==> src/rtl/ocp_accum_pkg.sv <==
package ocp_accum_pkg;

  // widest counter the helper functions handle
  localparam int unsigned ACC_MAX_W = 8;

  typedef enum logic [1:0] {
    FLT_NONE = 2'd0,
    FLT_SOFT = 2'd1,
    FLT_HARD = 2'd2
  } flt_state_e;

  // saturating one-step move of the event count
  function automatic logic [ACC_MAX_W-1:0] acc_step_f(
    input logic [ACC_MAX_W-1:0] acc,
    input logic                 up,
    input int unsigned          w
  );
    logic [ACC_MAX_W-1:0] top;
    top = ACC_MAX_W'((9'd1 << w) - 9'd1);
    if (up) return (acc >= top) ? top : acc + 1'b1;
    else    return (acc == '0) ? '0 : acc - 1'b1;
  endfunction

  // threshold code 0 is treated as 1
  function automatic logic [ACC_MAX_W-1:0] thr_eff_f(input logic [ACC_MAX_W-1:0] code);
    return (code == '0) ? ACC_MAX_W'(1) : code;
  endfunction

  function automatic logic fault_hit_f(
    input logic [ACC_MAX_W-1:0] acc,
    input logic [ACC_MAX_W-1:0] code
  );
    return acc >= thr_eff_f(code);
  endfunction

  // value loaded into the blanking down-counter at the gate rising edge
  function automatic logic [ACC_MAX_W-1:0] blank_load_f(input logic [ACC_MAX_W-1:0] code);
    return (code == '0) ? '0 : code - 1'b1;
  endfunction

endpackage

==> src/rtl/ocp_edge_blank.sv <==
module ocp_edge_blank #(
  parameter int unsigned BLANK_W = 4
) (
  input  logic               clk_i,
  input  logic               rst_ni,
  input  logic               gate_i,
  input  logic [BLANK_W-1:0] blank_code_i,
  output logic               gate_rise_o,
  output logic               gate_fall_o,
  output logic               blank_active_o
);
  import ocp_accum_pkg::*;

  logic gate_q;

  always_ff @(posedge clk_i or negedge rst_ni) begin
    if (!rst_ni) gate_q <= 1'b0;
    else         gate_q <= gate_i;
  end

  assign gate_rise_o = gate_i & ~gate_q;
  assign gate_fall_o = ~gate_i & gate_q;

  generate
    if (BLANK_W == 0) begin : g_no_blank
      assign blank_active_o = 1'b0;
    end else begin : g_blank
      logic [BLANK_W-1:0] cnt_q;
      logic               code_nz;

      assign code_nz = |blank_code_i;

      always_ff @(posedge clk_i or negedge rst_ni) begin
        if (!rst_ni) begin
          cnt_q <= '0;
        end else if (gate_rise_o) begin
          cnt_q <= BLANK_W'(blank_load_f(ACC_MAX_W'(blank_code_i)));
        end else if (cnt_q != '0) begin
          cnt_q <= cnt_q - 1'b1;
        end
      end

      // the rising-edge cycle is blanked when the code is non-zero
      assign blank_active_o = gate_i & (gate_rise_o ? code_nz : (cnt_q != '0));
    end
  endgenerate

endmodule

==> src/rtl/ocp_event_capture.sv <==
module ocp_event_capture (
  input  logic clk_i,
  input  logic rst_ni,
  input  logic gate_i,
  input  logic cmp_i,
  input  logic blank_active_i,
  input  logic gate_rise_i,
  input  logic arm_i,
  input  logic clear_i,
  output logic evt_qual_o,
  output logic evt_flag_o
);

  logic flag_q;

  assign evt_qual_o = arm_i & gate_i & ~blank_active_i & cmp_i;

  always_ff @(posedge clk_i or negedge rst_ni) begin
    if (!rst_ni) begin
      flag_q <= 1'b0;
    end else if (clear_i) begin
      flag_q <= 1'b0;
    end else if (gate_rise_i) begin
      flag_q <= evt_qual_o;
    end else if (evt_qual_o) begin
      flag_q <= 1'b1;
    end
  end

  assign evt_flag_o = flag_q;

endmodule

==> src/rtl/ocp_accum.sv <==
module ocp_accum #(
  parameter int unsigned CNT_W = 3
) (
  input  logic             clk_i,
  input  logic             rst_ni,
  input  logic             step_i,
  input  logic             up_i,
  input  logic             clear_i,
  output logic [CNT_W-1:0] acc_o,
  output logic [CNT_W-1:0] acc_next_o
);
  import ocp_accum_pkg::*;

  logic [CNT_W-1:0] acc_q;

  assign acc_next_o = CNT_W'(acc_step_f(ACC_MAX_W'(acc_q), up_i, CNT_W));

  always_ff @(posedge clk_i or negedge rst_ni) begin
    if (!rst_ni)     acc_q <= '0;
    else if (clear_i) acc_q <= '0;
    else if (step_i)  acc_q <= acc_next_o;
  end

  assign acc_o = acc_q;

endmodule

==> src/rtl/ocp_fault_ctl.sv <==
module ocp_fault_ctl #(
  parameter int unsigned CNT_W = 3
) (
  input  logic             clk_i,
  input  logic             rst_ni,
  input  logic             step_i,
  input  logic [CNT_W-1:0] acc_next_i,
  input  logic [CNT_W-1:0] thresh_code_i,
  input  logic             latch_mode_i,
  input  logic             restart_i,
  output logic             fault_o,
  output logic             latched_o,
  output logic             restart_ok_o,
  output logic             fault_set_o
);
  import ocp_accum_pkg::*;

  flt_state_e state_q, state_d;

  assign fault_o      = (state_q != FLT_NONE);
  assign latched_o    = (state_q == FLT_HARD);
  assign restart_ok_o = restart_i & ~latched_o;
  assign fault_set_o  = step_i & ~fault_o &
                        fault_hit_f(ACC_MAX_W'(acc_next_i), ACC_MAX_W'(thresh_code_i));

  always_comb begin
    state_d = state_q;
    if (restart_ok_o)     state_d = FLT_NONE;
    else if (fault_set_o) state_d = latch_mode_i ? FLT_HARD : FLT_SOFT;
  end

  always_ff @(posedge clk_i or negedge rst_ni) begin
    if (!rst_ni) state_q <= FLT_NONE;
    else         state_q <= state_d;
  end

endmodule

==> src/rtl/ocp_accum_detector.sv <==
module ocp_accum_detector #(
  parameter int unsigned BLANK_W = 4,
  parameter int unsigned CNT_W   = 3
) (
  input  logic               clk_i,
  input  logic               rst_ni,
  input  logic               gate_i,
  input  logic               cmp_i,
  input  logic               en_n_i,
  input  logic               latch_mode_i,
  input  logic [BLANK_W-1:0] blank_code_i,
  input  logic [CNT_W-1:0]   thresh_code_i,
  input  logic               restart_i,
  output logic               fault_o,
  output logic               inhibit_o
);

  // named internal events, observed by the bound checker
  logic             gate_rise;
  logic             gate_fall;
  logic             blank_active;
  logic             evt_qual;
  logic             evt_flag;
  logic             acc_step;
  logic [CNT_W-1:0] acc_q;
  logic [CNT_W-1:0] acc_next;
  logic             fault_set;
  logic             restart_ok;
  logic             latched;
  logic             en_ok;
  logic             fault_q;
  logic             clr_all;

  assign en_ok   = ~en_n_i;
  assign clr_all = restart_ok | ~en_ok;

  ocp_edge_blank #(.BLANK_W(BLANK_W)) u_edge (
    .clk_i          (clk_i),
    .rst_ni         (rst_ni),
    .gate_i         (gate_i),
    .blank_code_i   (blank_code_i),
    .gate_rise_o    (gate_rise),
    .gate_fall_o    (gate_fall),
    .blank_active_o (blank_active)
  );

  ocp_event_capture u_cap (
    .clk_i          (clk_i),
    .rst_ni         (rst_ni),
    .gate_i         (gate_i),
    .cmp_i          (cmp_i),
    .blank_active_i (blank_active),
    .gate_rise_i    (gate_rise),
    .arm_i          (en_ok & ~fault_q),
    .clear_i        (clr_all),
    .evt_qual_o     (evt_qual),
    .evt_flag_o     (evt_flag)
  );

  assign acc_step = gate_fall & en_ok & ~fault_q;

  ocp_accum #(.CNT_W(CNT_W)) u_acc (
    .clk_i      (clk_i),
    .rst_ni     (rst_ni),
    .step_i     (acc_step),
    .up_i       (evt_flag),
    .clear_i    (clr_all),
    .acc_o      (acc_q),
    .acc_next_o (acc_next)
  );

  ocp_fault_ctl #(.CNT_W(CNT_W)) u_flt (
    .clk_i         (clk_i),
    .rst_ni        (rst_ni),
    .step_i        (acc_step),
    .acc_next_i    (acc_next),
    .thresh_code_i (thresh_code_i),
    .latch_mode_i  (latch_mode_i),
    .restart_i     (restart_i),
    .fault_o       (fault_q),
    .latched_o     (latched),
    .restart_ok_o  (restart_ok),
    .fault_set_o   (fault_set)
  );

  assign fault_o   = fault_q;
  assign inhibit_o = fault_q;

endmodule

==> config.mk <==
export PLATFORM = sky130hd
export DESIGN_NAME = ocp_accum_detector
export DESIGN_NICKNAME = d
export VERILOG_FILES = /design/src/rtl/ocp_accum_pkg.sv /design/src/rtl/ocp_edge_blank.sv /design/src/rtl/ocp_event_capture.sv /design/src/rtl/ocp_accum.sv /design/src/rtl/ocp_fault_ctl.sv /design/src/rtl/ocp_accum_detector.sv
export SDC_FILE = /design/constraint.sdc
export NUM_CORES = 1
export LEC_CHECK = 0
export ABC_AREA = 1
export BUFFER_PORTS_ARGS = -buffer_cell sky130_fd_sc_hd__buf_2
export CORE_MARGIN = 4
export CORE_UTILIZATION = 58
export DETAILED_ROUTE_END_ITERATION = 8
export GPL_ROUTABILITY_DRIVEN = 1
export GPL_TIMING_DRIVEN = 1
export PLACE_DENSITY = 0.78
export REMOVE_ABC_BUFFERS = 1
export SETUP_SLACK_MARGIN = 0.5
export SLEW_MARGIN = 5
export SYNTH_ARGS = -nofsm -noshare
export SYNTH_HDL_FRONTEND = slang
export SYNTH_SLANG_ARGS = --single-unit
export TNS_END_PERCENT = 20
==> constraint.sdc <==
create_clock -name clk_i -period 3.53 [get_ports clk_i]
set_input_delay 0.706 -clock clk_i [delete_from_list [all_inputs] [get_ports clk_i]]
set_output_delay 0.706 -clock clk_i [all_outputs]
set_load 0.05 [all_outputs]
==> qor.yml, run 1 <==
route:
  ant_nets: 0
  drt_iter0_markers: 18
  firstDrtPassIters: 4
  wl_per_cell_microns: 10.8
  drc_errors: 0
  vias: 791
  routed_via_density: 5.10
  wl_mm: 1.67
critical_path:
  cp_top_family: "adder cells"
  crit_type: "register to register"
  crit_start: "u_acc.acc_o[0]$_DFFE_PN0P_"
  rrSetupSlack_ns: 1.43
  cp_slowest_cell: "dfrtp_1"
  slowest_delay_ns: 0.44
  r2r_cells: 11
  worstPathMaxFanout: 6
  cp.buffers_inverters: 1
  r2r_start: "u_acc.acc_o[0]$_DFFE_PN0P_"
  reg2reg_to: "u_flt.state_q[0]$_DFFE_PN0P_"
  critPathLaunchType: "register"
  worstPathArrival_ns: 2.27
  path_cells: "ha_1, ha_1, nor2_1, nand3_1, o21ai_0, inv_1, ha_1, nand3_1, nand3_1, nand4_1, nand2_1"
  endpoint_kind: "register"
  critPathRequiredTime_ns: 3.70
cts:
  htree_levels: 1
  holdBufCountCts: 0
  cts_root_buf: "clkbuf_4"
  post_cts_buffers: 0
  cts_tree: "done"
  cts_made_buffers: 3
  clk_pin_slew_ns: 0.07
  cts_resized: 0
  clock_sinks: 11
  clockBufferDepth: 2
  insertion_delay_ns: 0.27
power_and_ir_drop:
  switching_share_pct: 39.7
  pwr-share-comb_pct: 41.0
  p_leak_nw: 0.562
  power.density_nw_per_um2: 428
  switchingPower_uw: 170
  p_clk_share_pct: 20.2
  p_int_uw: 259
  power_frac_seq_pct: 38.7
  irDropWorstVdd_mv: 0.415
timing:
  fin_crit_ns: 2.10
  fin_crit_sh_pct: 59.4
  worst_slew_pin_slew_ns: 0.266
  finalClockSkew_ns: 0.00273
  hold_viol_final: 0
  slew_violations: 0
  max_freq_mhz: 477
  finalSetupTns_ns: 0
  slew_headroom_pct: 82.3
  rsz0062_at_grt: "false"
  setup_viol: 0
global_route:
  grt_antenna_before_repair: 0
  grt_pass1_wl_mm: 2.70
  grt_overflow: 0
  grt_max_degree: 12
  grtUsageTotal_pct: 17.4
  grt_pass1_vias: 665
die:
  io-pin-count: 16
  coreArea_sq_um: 1370
  die_area_sq_um: 2230
  start_util_pct: 65.2
  rows: 13
  chipHeight_microns: 47.2
  die_w_microns: 47.2
placed_design:
  dp_hpwl_mm: 1.35
  io_buffer_count: 15
  gp_congestion: 0.765
  dpl_cell_area_sq_um: 977
layout:
  antenna_cells: 0
  nNetsFinal: 164
  layout-area-overhead-vs-synth_pct: 12.6
  design_area_sq_um: 1000
  fin_util_pct: 73.4
  drive_above_1_share_pct: 22.1
yosys:
  synth.yosys.warnings: 0
  synthMostInstantiatedCell: "inv_1"
  synthTopCellsByArea: "dfrtp_1 31%, ha_1 13%, inv_1 11%"
  syn_inst: 122
  async_flop_share_pct: 100
  synth_top_cell_by_area: "dfrtp_1"
  synthTopCellsByCount: "25 x inv_1, 22 x nand2_1, 11 x dfrtp_1"
  yosysUniqueCellTypes: 24
  ys.flop_type: "dfrtp_1"
  synth_area_sq_um: 891
  ys_seq_area_share_pct: 30.9
  syn_avg_cell_area_sq_um: 7.30
  synth_edf_count: 0
  ys_ff_latch: 11
  synth.top_cell.area_share_pct: 30.9
hold_path:
  hold_class: "input port to asynchronous set/reset pin"
flow_run:
  cap_viol_max_count: 0
outcome:
  status: "finished clean"
## layout make-up
class / count / area, sq um
clock buffer: 4 / 26.3
fill: 117 / 363
inverter: 27 / 101
multi-input combinational: 83 / 507
sequential: 11 / 275
tap: 15 / 18.8
timing repair buffer: 15 / 75.1
## layout by cell type (no fill, tap or decap), types with 5 or more instances in the layout
cell,n
a21oi_1,5
buf_2,15
dfrtp_1,11
ha_1,9
inv_1,25
nand2_1,22
nand3_1,10
nor2_1,7
o21ai_0,8
## registers in the layout (all words and copies together) (netlist names)
signal / flops
u_acc.acc_o: 3
u_cap.evt_flag_o: 1
u_edge.g_blank.cnt_q: 4
u_edge.gate_q: 1
u_flt.state_q: 2
## per-layer routing
| metal | vias to the layer above | routed length [microns] | global-route usage [%] |
|---|---|---|---|
| met5 | - | 0 | 0 |
| met4 | 0 | 9 | 3.31 |
| met3 | 4 | 77 | 6.90 |
| met2 | 14 | 774 | 29.3 |
| met1 | 349 | 812 | 21.2 |
| li1 | 424 | - | - |
## per-stage QoR
step | total power [mW] | std cells | setup WS (ns) | hold slack (ns)
floorplan | 0.305 | 121 | 1.61 | 0.410
global placement | 0.341 | 151 | 1.54 | 0.531
detailed placement | 0.345 | 151 | 1.45 | 0.523
CTS | 0.433 | 155 | 1.44 | 0.300
global route | 0.467 | 155 | 1.27 | 0.294
finish | 0.429 | 155 | 1.43 | 0.295
## worst max path at each step
stage                                   endpoint  slack [ns]  depth (start not counted)
finish              u_flt.state_q[0]$_DFFE_PN0P_        1.43                         11
global route        u_flt.state_q[0]$_DFFE_PN0P_        1.27                         12
CTS                 u_flt.state_q[0]$_DFFE_PN0P_        1.44                         11
detailed placement  u_flt.state_q[1]$_DFFE_PN0P_        1.45                         11
global placement    u_flt.state_q[0]$_DFFE_PN0P_        1.54                         12
floorplan           u_flt.state_q[0]$_DFFE_PN0P_        1.61                         12
## cells by family after synthesis
kind of cell,Yosys count,share of synthesized area [%]
XOR/XNOR,1,0.983
buffers and inverters,28,12.2
AO/OA/AOI/OAI,21,14.2
flip-flops,11,30.9
adder cells (fa/ha/maj),9,12.6
AND/OR/NAND/NOR,52,29.1
## power groups by stage
stage / clock [mW] / sequential (mW) / combinational (mW)
floorplan: 0 / 0.166 / 0.140
global placement: 0 / 0.168 / 0.173
detailed placement: 0 / 0.168 / 0.177
CTS: 0.0895 / 0.166 / 0.178
global route: 0.0983 / 0.170 / 0.199
finish: 0.0869 / 0.166 / 0.176
Note: power is estimated with default switching activity, not from simulation.
==> run 2: changes to the inputs <==
- CORE_UTILIZATION: 58 -> 49
- PLACE_DENSITY: 0.78 -> 0.7
- clock period: 3.53 -> 1.8 ns (I/O delays scaled with it)
==> run 2 against run 1 <==
Net effect:
- the flow now finishes with violations (setup timing)
- non-clock buffer count grew 17
- register-to-register slack lost 1.5 ns
- final cell count grew 17%
- clock power grew 97%
- global-route usage grew 1.4 points
- via count grew 15%
- clock skew shrank 0.0021 ns
- wire length grew 32%
- critical path depth grew 2
- largest cell class unchanged
==> qor.yml, run 2 (same netlist as run 1, synthesis figures left out) <==
power_and_ir_drop:
  irDropWorstVdd_mv: 0.500
  p_clk_share_pct: 17.9
  pwr-share-comb_pct: 46.9
  p_int_uw: 567
  switchingPower_uw: 384
  power_uw: 951
  power.density_nw_per_um2: 708
  switching_share_pct: 40.4
  power_frac_seq_pct: 35.2
  p_leak_nw: 0.646
critical_path:
  critPathLaunchType: "register"
  r2r_start: "u_acc.acc_o[0]$_DFFE_PN0P_"
  crit_end: "u_flt.state_q[0]$_DFFE_PN0P_"
  worstPathArrival_ns: 2.03
  rrSetupSlack_ns: -0.07
  r2r_cells: 13
  worstPathMaxFanout: 4
  crit_type: "register to register"
  crit_start: "u_acc.acc_o[0]$_DFFE_PN0P_"
  reg2reg_to: "u_flt.state_q[0]$_DFFE_PN0P_"
  endpoint_kind: "register"
  critPathRequiredTime_ns: 1.96
route:
  vias: 911
  drt_iter0_markers: 20
  firstDrtPassIters: 4
  wl_per_cell_microns: 12.1
  routed_via_density: 5.01
  wl_mm: 2.20
  ant_nets: 0
  drc_errors: 0
timing:
  fin_crit_sh_pct: 104
  holdWs_ns: 0.241
  slew_violations: 0
  max_freq_mhz: 535
  slew_headroom_pct: 82.9
  rsz0062_at_grt: "true"
  hold_viol_final: 0
  fin_crit_ns: 1.87
  finalClockSkew_ns: 0.000666
  finalSetupTns_ns: -0.153
  setup_slack_ns: -0.0702
  worst_slew_pin_slew_ns: 0.256
  setup_viol: 3
global_route:
  grt_overflow: 0
  grtUsageTotal_pct: 18.8
  grt_pass1_wl_mm: 3.74
  grt_pass1_vias: 869
  grt_antenna_before_repair: 0
  grt_max_degree: 12
placed_design:
  dpl_cell_area_sq_um: 1030
  dp_hpwl_mm: 1.40
  gp_congestion: 0.871
  dp_slack_ns: -0.239
  io_buffer_count: 15
  dp_cells: 166
layout:
  layout-area-overhead-vs-synth_pct: 50.8
  design_area_sq_um: 1340
  largest_reg_flops: 4
  antenna_cells: 0
  fin_util_pct: 77.8
  stdcell_count: 182
  nNetsFinal: 181
  drive_above_1_share_pct: 52.2
  final_common_cell: "nand2_1"
  regMostFlops: "u_edge.g_blank.cnt_q"
  final_cell_mix: "17 x nand2_1, 16 x inv_1, 14 x buf_4, 13 x buf_2, 11 x dfrtp_1"
cts:
  cts_root_buf: "clkbuf_4"
  insertion_delay_ns: 0.27
  htree_levels: 1
  cts_made_buffers: 3
  clock_sinks: 11
  cts_tree: "done"
  clk_pin_slew_ns: 0.07
  clockBufferDepth: 2
hold_path:
  holdPathStages: 1
  holdCritStartpoint: "gate_i"
  hold_class: "input port to register"
flow_run:
  cap_viol_max_count: 0
die:
  rows: 15
  die_area_sq_um: 2560
  coreArea_sq_um: 1730
  chipHeight_microns: 50.6
  die_w_microns: 50.6
  start_util_pct: 51.6
  io-pin-count: 16
outcome:
  status: "finished with violations"
  failed_checks: "setup timing"
## run 2: final cells by class
| type | instances | area, sq um |
|---|---|---|
| Clock inverter | 1 | 5.00 |
| Sequential cell | 11 | 275 |
| Timing Repair Buffer | 32 | 233 |
| Tap cell | 25 | 31.3 |
| Fill cell | 140 | 383 |
| Inverter | 27 | 111 |
| Multi-Input combinational cell | 83 | 666 |
| Clock buffer | 3 | 22.5 |
## run 2: timing repair
action	in CTS	in global routing
resized for setup	32	23
setup buffers	10	1
setup endpoints to repair	7	12
hold buffers	1	0
endpoints found under the hold margin	11	0
pin swaps	18	18
## run 2: worst min-delay path by stage
stage	endpoint	slack, ns
4_1_cts	u_edge.gate_q$_DFF_PN0_	0.24
6_report	u_edge.gate_q$_DFF_PN0_	0.24
3_3_place_gp	u_flt.state_q[1]$_DFFE_PN0P_	0.24
2_1_floorplan	u_acc.acc_o[0]$_DFFE_PN0P_	0.06
3_5_place_dp	u_flt.state_q[1]$_DFFE_PN0P_	0.24
5_1_grt	u_edge.gate_q$_DFF_PN0_	0.24
## run 2: power by group through the flow
stage          logic, mW  registers (mW)  clock network [mW]
6_report           0.446           0.335               0.171
5_1_grt            0.507           0.342               0.184
4_1_cts            0.391           0.330               0.174
3_5_place_dp       0.347           0.333                   0
3_3_place_gp       0.336           0.329                   0
2_1_floorplan      0.274           0.325                   0
## run 2: worst max-delay path: stages (launching register included)
cell,delay [ns]
dfrtp_1,0.40
buf_6,0.13
buf_4,0.12
buf_4,0.14
nand3_2,0.10
nand3_1,0.12
o21ai_2,0.09
inv_2,0.06
ha_4,0.27
nand3_2,0.08
nand3_2,0.09
nand2_1,0.05
nand3_1,0.06
nand2_1,0.05
## run 2: metal layers
layer,GRT usage (%),routed length (microns)
met1,24.3,931
met2,32.8,1160
met3,3.26,96
met4,3.59,16
met5,0,0
